File: config.mk
export PLATFORM = sky130hd
export DESIGN_NAME = wave_issue_sched
export DESIGN_NICKNAME = d
export VERILOG_FILES = /design/src/rtl/wave_issue_pkg.sv /design/src/rtl/wave_issue_ctrl.sv /design/src/rtl/wave_lane_datapath.sv /design/src/rtl/wave_issue_sched.sv
export SDC_FILE = /design/constraint.sdc
export NUM_CORES = 1
export LEC_CHECK = 0
export BUFFER_PORTS_ARGS = -buffer_cell sky130_fd_sc_hd__buf_2
export CORE_ASPECT_RATIO = 0.6
export CORE_MARGIN = 3
export CORE_UTILIZATION = 23
export CTS_CLUSTER_DIAMETER = 100
export CTS_CLUSTER_SIZE = 24
export DETAILED_ROUTE_END_ITERATION = 16
export SLEW_MARGIN = 20
export SYNTH_ARGS = -nofsm -noshare
export SYNTH_HDL_FRONTEND = slang
export SYNTH_HIERARCHICAL = 1
export SYNTH_SLANG_ARGS = --single-unit
File: constraint.sdc
create_clock -name clk -period 8.76 [get_ports clk]
set_clock_uncertainty 0.15 [all_clocks]
set_input_delay 2.628 -clock clk [delete_from_list [all_inputs] [get_ports clk]]
set_output_delay 2.628 -clock clk [all_outputs]
set_load 0.01 [all_outputs]
File: src/rtl/wave_issue_pkg.sv
package wave_issue_pkg;
  // Geometry of the compute unit
  parameter int SIMD_COUNT     = 4;
  parameter int LANES          = 16;
  parameter int WAVE_SIZE      = 64;
  parameter int WAVES_PER_SIMD = 2;

  localparam int GROUPS    = WAVE_SIZE / LANES;
  localparam int GRP_W     = (GROUPS > 1) ? $clog2(GROUPS) : 1;
  localparam int NUM_WAVES = SIMD_COUNT * WAVES_PER_SIMD;
  localparam int SIMD_W    = (SIMD_COUNT > 1) ? $clog2(SIMD_COUNT) : 1;
  localparam int SLOT_W    = (WAVES_PER_SIMD > 1) ? $clog2(WAVES_PER_SIMD) : 1;
  localparam int WC_W      = $clog2(NUM_WAVES + 1);

  // Strobes from the control to the lane datapath, one set per cycle
  typedef struct packed {
    logic [SIMD_COUNT-1:0]             issue;
    logic [SIMD_COUNT-1:0][SLOT_W-1:0] slot;
    logic [SIMD_COUNT-1:0]             lastInstr;
  } issueStrobe_t;

  // One stage of the result latency pipe
  typedef struct packed {
    logic              v;
    logic              fin;
    logic [SLOT_W-1:0] slot;
  } resStage_t;
endpackage

File: src/rtl/wave_issue_ctrl.sv
module wave_issue_ctrl
  import wave_issue_pkg::*;
#(
  parameter int CNT_W = 8
) (
  input  logic                       clk,
  input  logic                       rstN,
  input  logic                       start,
  input  logic [WC_W-1:0]            waveCount,
  input  logic [NUM_WAVES*CNT_W-1:0] instrCount,
  input  logic [SIMD_COUNT-1:0]      simdFree,
  input  logic                       drainBusy,
  output issueStrobe_t               strobe,
  output logic                       done
);
  logic                  running;
  logic [SIMD_W-1:0]     ptr;
  logic [CNT_W-1:0]      pend     [NUM_WAVES];
  logic [SLOT_W-1:0]     lastSlot [SIMD_COUNT];
  logic [SLOT_W-1:0]     pick     [SIMD_COUNT];
  logic [SIMD_COUNT-1:0] hasWork;
  logic                  anyPend;
  int                    wcEff;

  assign wcEff = (int'(waveCount) > NUM_WAVES) ? NUM_WAVES : int'(waveCount);

  // Choose, per SIMD, the next slot after the last issued one that has work
  always_comb begin
    for (int s = 0; s < SIMD_COUNT; s++) begin
      pick[s]    = '0;
      hasWork[s] = 1'b0;
      for (int k = 1; k <= WAVES_PER_SIMD; k++) begin
        int idx;
        idx = (int'(lastSlot[s]) + k) % WAVES_PER_SIMD;
        if (!hasWork[s] && pend[idx*SIMD_COUNT + s] != '0) begin
          hasWork[s] = 1'b1;
          pick[s]    = SLOT_W'(idx);
        end
      end
    end
  end

  always_comb begin
    anyPend = 1'b0;
    for (int w = 0; w < NUM_WAVES; w++) anyPend = anyPend | (pend[w] != '0);
  end

  // One issue per cycle, to the SIMD the pointer names
  always_comb begin
    strobe = '0;
    for (int s = 0; s < SIMD_COUNT; s++) begin
      strobe.slot[s] = pick[s];
      strobe.issue[s] = running && (ptr == SIMD_W'(s)) && simdFree[s] && hasWork[s];
      strobe.lastInstr[s] = (pend[int'(pick[s])*SIMD_COUNT + s] == CNT_W'(1));
    end
  end

  assign done = running && !anyPend && !drainBusy;

  always_ff @(posedge clk) begin
    if (!rstN) begin
      running <= 1'b0;
      ptr     <= '0;
      for (int w = 0; w < NUM_WAVES; w++) pend[w] <= '0;
      for (int s = 0; s < SIMD_COUNT; s++) lastSlot[s] <= SLOT_W'(WAVES_PER_SIMD - 1);
    end else if (!running) begin
      if (start) begin
        running <= 1'b1;
        ptr     <= '0;
        for (int w = 0; w < NUM_WAVES; w++)
          pend[w] <= (w < wcEff) ? instrCount[w*CNT_W +: CNT_W] : '0;
        for (int s = 0; s < SIMD_COUNT; s++) lastSlot[s] <= SLOT_W'(WAVES_PER_SIMD - 1);
      end
    end else begin
      if (done) running <= 1'b0;
      ptr <= (int'(ptr) == SIMD_COUNT - 1) ? '0 : ptr + 1'b1;
      for (int s = 0; s < SIMD_COUNT; s++) begin
        if (strobe.issue[s]) begin
          pend[int'(pick[s])*SIMD_COUNT + s] <= pend[int'(pick[s])*SIMD_COUNT + s] - 1'b1;
          lastSlot[s] <= pick[s];
        end
      end
    end
  end
endmodule

File: src/rtl/wave_lane_datapath.sv
module wave_lane_datapath
  import wave_issue_pkg::*;
#(
  parameter int LAT = 4
) (
  input  logic                        clk,
  input  logic                        rstN,
  input  issueStrobe_t                strobe,
  output logic [SIMD_COUNT-1:0]       simdFree,
  output logic                        drainBusy,
  output logic [SIMD_COUNT-1:0]       simdBusy,
  output logic [SIMD_COUNT*GRP_W-1:0] laneGroup,
  output logic [SIMD_COUNT-1:0]       resultValid,
  output logic [NUM_WAVES-1:0]        waveFin
);
  logic [SIMD_COUNT-1:0] simdDrain;

  for (genvar s = 0; s < SIMD_COUNT; s++) begin : g_simd
    logic              laneV;
    logic [GRP_W-1:0]  laneG;
    logic [SLOT_W-1:0] laneSlot;
    logic              laneLast;
    logic              lastGroup;
    resStage_t         pipe [LAT];

    assign lastGroup = (laneG == GRP_W'(GROUPS - 1));

    // Lane-group sequencer: one group of lanes per cycle
    always_ff @(posedge clk) begin
      if (!rstN) begin
        laneV    <= 1'b0;
        laneG    <= '0;
        laneSlot <= '0;
        laneLast <= 1'b0;
      end else if (strobe.issue[s]) begin
        laneV    <= 1'b1;
        laneG    <= '0;
        laneSlot <= strobe.slot[s];
        laneLast <= strobe.lastInstr[s];
      end else if (laneV) begin
        if (lastGroup) laneV <= 1'b0;
        else           laneG <= laneG + 1'b1;
      end
    end

    // Execution latency modelled as a shift of valid strobes
    always_ff @(posedge clk) begin
      if (!rstN) begin
        for (int k = 0; k < LAT; k++) pipe[k] <= '0;
      end else begin
        pipe[0].v    <= laneV;
        pipe[0].fin  <= laneV && laneLast && lastGroup;
        pipe[0].slot <= laneSlot;
        for (int k = 1; k < LAT; k++) pipe[k] <= pipe[k-1];
      end
    end

    always_comb begin
      simdDrain[s] = laneV;
      for (int k = 0; k < LAT - 1; k++) simdDrain[s] = simdDrain[s] | pipe[k].v;
    end

    assign simdFree[s]                 = !laneV || lastGroup;
    assign simdBusy[s]                 = laneV;
    assign laneGroup[s*GRP_W +: GRP_W] = laneV ? laneG : '0;
    assign resultValid[s]              = pipe[LAT-1].v;

    for (genvar k = 0; k < WAVES_PER_SIMD; k++) begin : g_fin
      assign waveFin[k*SIMD_COUNT + s] =
        pipe[LAT-1].v && pipe[LAT-1].fin && (pipe[LAT-1].slot == SLOT_W'(k));
    end
  end

  assign drainBusy = |simdDrain;
endmodule

File: src/rtl/wave_issue_sched.sv
module wave_issue_sched
  import wave_issue_pkg::*;
#(
  parameter int CNT_W = 8,
  parameter int LAT   = 4
) (
  input  logic                        clk,
  input  logic                        rstN,
  input  logic                        start,
  input  logic [WC_W-1:0]             waveCount,
  input  logic [NUM_WAVES*CNT_W-1:0]  instrCount,
  output logic [SIMD_COUNT-1:0]       simdBusy,
  output logic [SIMD_COUNT*GRP_W-1:0] laneGroup,
  output logic [SIMD_COUNT-1:0]       resultValid,
  output logic [NUM_WAVES-1:0]        waveFin,
  output logic                        done
);
  issueStrobe_t          strobe;
  logic [SIMD_COUNT-1:0] simdFree;
  logic                  drainBusy;

  wave_issue_ctrl #(.CNT_W(CNT_W)) i_ctrl (
    .clk(clk), .rstN(rstN), .start(start), .waveCount(waveCount),
    .instrCount(instrCount), .simdFree(simdFree), .drainBusy(drainBusy),
    .strobe(strobe), .done(done)
  );

  wave_lane_datapath #(.LAT(LAT)) i_dp (
    .clk(clk), .rstN(rstN), .strobe(strobe), .simdFree(simdFree),
    .drainBusy(drainBusy), .simdBusy(simdBusy), .laneGroup(laneGroup),
    .resultValid(resultValid), .waveFin(waveFin)
  );
endmodule

## Word level (Yosys, flattened, before mapping)

Memories as Yosys holds them, arrays and structs flattened.
Cells that the tools add are included.

| word-level totals | value |
|---|---|
| output and inout port bits | 25 |
| register bits after elaboration | 23 |
| memories | 6 |
| bits in writable memories | 116 |
| word-level logic and storage cells | 342 |
| input bits | 71 |

Memory list:

| memory | depth | width | rd ports | clocked after Yosys merged registers in | write ports | RTL line | RTL |
|---|---|---|---|---|---|---|---|
| i_ctrl.pend | 8 | 8 | 20 | 0 | 8 | wave_issue_ctrl.sv:18 | `logic [CNT_W-1:0] pend [NUM_WAVES];` |
| i_dp.g_simd[0].pipe | 4 | 3 | 4 | 0 | 4 | wave_lane_datapath.sv:24 | `resStage_t pipe [LAT];` |
| i_dp.g_simd[1].pipe | 4 | 3 | 4 | 0 | 4 | wave_lane_datapath.sv:24 |  |
| i_dp.g_simd[2].pipe | 4 | 3 | 4 | 0 | 4 | wave_lane_datapath.sv:24 |  |
| i_dp.g_simd[3].pipe | 4 | 3 | 4 | 0 | 4 | wave_lane_datapath.sv:24 |  |
| i_ctrl.lastSlot | 4 | 1 | 4 | 0 | 4 | wave_issue_ctrl.sv:19 | `logic [SLOT_W-1:0] lastSlot [SIMD_COUNT];` |

| operators by class | value |
|---|---|
| magnitude comparators | 9 |
| eq/ne operators | 12 |
| bitwise logic cells | 68 |
| mux-type cells | 120 |
| reductions and logical operators | 83 |
| add/subtract/negate cells | 26 |

Operator list:

| kind | count |
|---|---|
| 2-to-1 mux 8 bit | 20 |
| less-than comparator 4 x 32 -> 1 bit, first input constant | 4 |
| nonzero test 8 bit | 16 |
| 2-to-1 mux 1 bit | 76 |
| less-than comparator 3 x 32 -> 1 bit, first input constant | 2 |
| bitwise OR 1 bit | 59 |
| 2-to-1 mux 3 bit | 16 |
| logical AND 1 bit | 38 |
| equality test 8 x 1 -> 1 bit, second input constant | 4 |
| less-than comparator 1 x 32 -> 1 bit, first input constant | 1 |
| less-than comparator 2 x 32 -> 1 bit, first input constant | 1 |
| OR reduction 8 bit | 4 |
| subtractor 8 x 1 -> 8 bit, second input constant | 4 |
| 2-to-1 mux 2 bit | 7 |
| adder 3 x 2 -> 3 bit, second input constant | 4 |
| adder 3 bit, second input constant | 4 |
| equality test 2 bit, second input constant | 6 |
| adder 2 x 1 -> 2 bit, second input constant | 5 |
| logical NOT 1 bit | 10 |
| inverter 1 bit | 9 |
| adder 1 bit, second input constant | 8 |
| AND reduction 2 bit | 4 |
| OR reduction 2 bit | 4 |
| equality test 2 x 1 -> 1 bit, second input constant | 2 |
| 7 further kinds | 10 |

## Depth between registers and ports, before layout

An unclocked memory read counts as a cell.

| depth | value |
|---|---|
| depth in word-level cells | 18 |
| mapped depth | 12 |
| mapped depth without buffers | 11 |

## Cells and area by module

Netlist, hierarchy kept.

By module, submodules not included:

| module | sequential area each (um^2) | instances | area an instance (um^2) | cells each |
|---|---|---|---|---|
| wave_issue_ctrl | 2072.0 | 1 | 4812.1 | 526 |
| wave_lane_datapath | 1361.3 | 1 | 2294.7 | 207 |

## Worst setup path after synthesis

No wires, ideal clock.

| timing | value |
|---|---|
| path type | flip-flop to output port |
| start | memory i_ctrl.pend[4][0] |
| end | output port done |
| setup slack | 3.866 ns |
| arrival | 2.116 ns |
| buffers on the path | 1 |
| required time | 5.982 ns |
| stages on the path, launching flop included | 7 |
| cells stage by stage | edfxtp_1 > or4_1 > clkbuf_1 > nor2_1 > nand3_1 > or4_1 > nor3_1 |

RTL lines:

| what | RTL line | RTL |
|---|---|---|
| start: declaration | wave_issue_ctrl.sv:18 |  |
| end: declaration | wave_issue_sched.sv:16 | `output logic done` |

==> metrics.log <==
INFO  metric time_the_worst_path_needs_with_i_o_delays_and_setup = 5.76 ns
INFO  metric worst_setup_ep_type = output pin
INFO  metric syn_area_per_cell = 9.70 um2
INFO  metric worstPathBufferInverterCount = 1
INFO  metric drt_first_pass_iters = 5
INFO  metric synth_cells = 733
INFO  metric die_width = 233 um
INFO  metric drc_marker_count_from_the_first_detailed_route_iteration = 694
INFO  metric final_antenna_net_count = 0
INFO  metric synth-compound-area-share = 14.2%
INFO  metric cell_internal_power = 1.22 mW
INFO  metric synth_enable_flop_cells = 65
INFO  metric globalRoute.totalOverflow = 0
INFO  metric yosys_register_bits = 139
INFO  metric syn-num-nets = 820
INFO  metric report.final.hold_viol_count = 0
INFO  metric critical_path_peak_fanout = 5
INFO  metric total_switching_power = 0.504 mW
INFO  metric muxShareOfSynthArea = 4.54%
INFO  metric post_synth_and_or_nand_nor_area_fraction = 24.1%
INFO  metric crit_path_frequent_cell = sky130_fd_sc_hd__or4_1
INFO  metric p_sw_share = 29.3%
INFO  metric number_of_violations_of_the_max_capacitance_limit = 0
INFO  metric synth_xor_xnor_area_share = 3.08%
INFO  metric worstHoldPathCells = 1
INFO  metric clock-root-buffer = sky130_fd_sc_hd__clkbuf_16
INFO  metric worstReg2RegStart = i_ctrl/pend[1][0]
INFO  metric timing.setup.tns = 0 ns
INFO  metric finalSetupViolations = 0
INFO  metric arrival_time_at_the_worst_endpoint = 2.98 ns
INFO  metric worstHoldEndpoint = i_dp/g_simd[2].pipe[0][7]
INFO  metric clkLatencyLatePin = 0.43 ns
INFO  metric status = finished clean
INFO  metric combinationalPowerShare = 16.3%
INFO  metric gp_routability_congestion = 0.943
INFO  metric holdCritStartpoint = i_dp/g_simd[2].pipe[0][4]
INFO  metric max-clock-path-buffers = 2
INFO  metric remaining_drc_errors = 0
INFO  metric routed_wirelength = 22100 um
INFO  metric track_usage = 13.6%
INFO  metric core.rowCount = 49
INFO  metric worst-path-stages = 6
INFO  metric grt_max_degree = 72
INFO  metric clock_tree.htree_level_count = 4
INFO  metric nNetsFinal = 912
INFO  metric synth_fa_ha_area_share = 2.82%
INFO  metric cp_data_required_time = 5.98 ns
INFO  metric antenna_found_initial = 0
INFO  metric synth_cell_type_count = 69
INFO  metric hpwl = 17000 um
INFO  metric dominant_combinational_cell_family_by_area_after_synthesis = simple AND/OR/NAND/NOR gates
INFO  metric seqPwrFrac = 43.4%
INFO  metric pwr_density_cell = 202 mW/mm2
INFO  metric tritoncts_clock_tree = yes
INFO  metric cts_repair_resize_count = 0
INFO  metric final_layout_size_suffix_gt1_share = 17.8%
INFO  metric synth_seq_area_share = 48.3%
INFO  metric clock_transition_at_the_registers_of_the_reported_paths = 0.06 ns
INFO  metric ff2ff_setup_slack = 4.12 ns
INFO  metric setup_ws = 3.00 ns
INFO  metric first_pass_grt_wire_length = 33700 um
INFO  metric critical_path.max_stage_delay = 0.64 ns
INFO  metric syn2layout_area_growth = 20.2%
INFO  metric wire_per_inst = 17.8 um
INFO  metric post_cts.repair.setup_buffers = 0
INFO  metric placeableCoreArea = 0.0302 mm2
INFO  metric leading_cell_type_in_the_layout_fill_and_taps_excluded = sky130_fd_sc_hd__buf_2
INFO  metric slew_headroom = 18.4%
INFO  metric worstSetupPathType = reg2out
INFO  metric unrepaired_setup_endpoints_after_global_routing = no
INFO  metric initial_utilization = 23.6%
INFO  metric maxSlewViolCount = 0
INFO  metric critical_path.startpoint = i_ctrl/pend[4][1]
INFO  metric vias_per_cell = 4.86
INFO  metric detailedPlace.worstSlack = 3.31 ns
INFO  metric ys.flop_type = sky130_fd_sc_hd__dfxtp_1
INFO  metric timing.critical_path.cells = or4_1 -> nor2_1 -> nand3_1 -> or4_1 -> nor3_1 -> buf_2
INFO  metric portBuffers = 95
INFO  metric hold_path_class = reg2reg
INFO  metric design.die.area = 0.0331 mm2
INFO  metric first_global_vias = 5566
INFO  metric critPathLaunchType = flip-flop
INFO  metric antenna_cells_inserted = 0
INFO  metric clockPowerShare = 40.2%
INFO  metric clock_sinks = 139
INFO  metric max_slew.worst_pin.slew = 1.19 ns
INFO  metric synth_area = 0.00711 mm2
INFO  metric layout_common_cells = sky130_fd_sc_hd__buf_2, sky130_fd_sc_hd__nand2_1, sky130_fd_sc_hd__dfxtp_1
INFO  metric synth-warning-count = 6
INFO  metric static-leakage-power = 3.53 nW
INFO  metric via_count = 6052
INFO  metric fmax = 0.174 GHz
INFO  metric ctsHoldBuffers = 0
INFO  metric worstRegToRegCells = 11
INFO  metric height_of_the_die = 142 um
INFO  metric cts_inserted_buffers = 17
INFO  metric irDropWorstVdd = 130 uV
INFO  metric reg2reg_to = i_ctrl/pend[4][4]
INFO  metric floorplan.io_pins = 96
INFO  metric critical-path-slowest-cell = sky130_fd_sc_hd__or4_1
INFO  metric async_set_or_reset_register_ratio_after_synthesis = 0%
INFO  metric worst_path_dominant_cell_family = simple AND/OR/NAND/NOR gates
INFO  metric fin_crit_sh = 65.8%
-- routing by layer --
layer | track usage, % | wire (um) | part of all wire [%]
met1 | 21.1 | 11200 | 51
met2 | 17.7 | 8570 | 39
met3 | 4.16 | 2090 | 9.4
met4 | 3.46 | 249 | 1.1
met5 | 0 | 0 | 0
-- cell usage after synthesis, types with 6 or more instances --
cell / n / area, um2
sky130_fd_sc_hd__nand2_1: 81 / 304
sky130_fd_sc_hd__dfxtp_1: 74 / 1480
sky130_fd_sc_hd__edfxtp_1: 65 / 1950
sky130_fd_sc_hd__o21ai_0: 62 / 310
sky130_fd_sc_hd__and2_1: 56 / 350
sky130_fd_sc_hd__nor2_1: 44 / 165
sky130_fd_sc_hd__nand3_1: 31 / 155
sky130_fd_sc_hd__mux2i_1: 30 / 300
sky130_fd_sc_hd__nor3_1: 21 / 105
sky130_fd_sc_hd__inv_1: 19 / 71.3
sky130_fd_sc_hd__and3_1: 18 / 113
sky130_fd_sc_hd__xnor2_1: 17 / 149
sky130_fd_sc_hd__ha_1: 16 / 200
sky130_fd_sc_hd__nor4_1: 15 / 93.8
sky130_fd_sc_hd__a21oi_1: 12 / 60.1
sky130_fd_sc_hd__clkbuf_1: 10 / 37.5
sky130_fd_sc_hd__nand4_1: 10 / 62.6
sky130_fd_sc_hd__buf_4: 8 / 60.1
sky130_fd_sc_hd__o21ai_1: 8 / 40.0
sky130_fd_sc_hd__xor2_1: 8 / 70.1
sky130_fd_sc_hd__a211oi_1: 7 / 52.6
sky130_fd_sc_hd__or4_1: 7 / 52.6
sky130_fd_sc_hd__and2b_1: 6 / 45.0
sky130_fd_sc_hd__nand2b_1: 6 / 37.5
sky130_fd_sc_hd__o21a_1: 6 / 45.0
-- flip-flops by register name (all words and copies together) (netlist names) --
name	cells
i_ctrl/lastSlot	4
i_dp/g_simd.pipe	48
i_ctrl/running	1
i_ctrl/pend	64
i_dp/g_simd.laneSlot	4
i_ctrl/ptr	2
i_dp/g_simd.laneLast	4
i_dp/g_simd.laneV	4
i_dp/g_simd.laneG	8
-- cell families after synthesis --
group           count (synthesis)
xor+xnor                       25
simple gates                  323
fa+ha+maj                      16
mux                            32
flops                         139
compound gates                153
buf+inv                        45
-- through the flow --
stage               hold slack, ns  total power [mW]  cells  utilization, %  area (um2)
floorplan                    0.262             0.921    733               -        7110
global placement             0.267              1.04   1214            26.4        7980
detailed placement           0.269              1.03   1214            26.4        7980
CTS                          0.281              1.73   1246            28.3        8540
global route                 0.291              1.79   1246            28.3        8540
finish                       0.280              1.72   1246            28.3        8540
-- final cells by class --
cell class                      instances  area (um2)
Multi-Input combinational cell        549        3460
Inverter                               20        75.1
Clock inverter                         12         109
Clock buffer                           20         457
Fill cell                            3184       21600
Sequential cell                       139        3430
Tap cell                              408         510
Timing Repair Buffer                   98         498
-- power by group through the flow --
| stage | logic [mW] | clock network [mW] | registers (mW) |
|---|---|---|---|
| 2_1_floorplan | 0.174 | 0 | 0.747 |
| 3_3_place_gp | 0.277 | 0 | 0.761 |
| 3_5_place_dp | 0.271 | 0 | 0.761 |
| 4_1_cts | 0.274 | 0.709 | 0.747 |
| 5_1_grt | 0.303 | 0.738 | 0.752 |
| 6_report | 0.281 | 0.693 | 0.749 |
-- how the worst max path moves through the flow --
stage / end
detailed placement: i_ctrl/pend[4][7]
global placement: i_ctrl/pend[0][7]
floorplan: done
CTS: done
finish: done
global route: done
No activity file was read; power rests on OpenSTA's default activity.
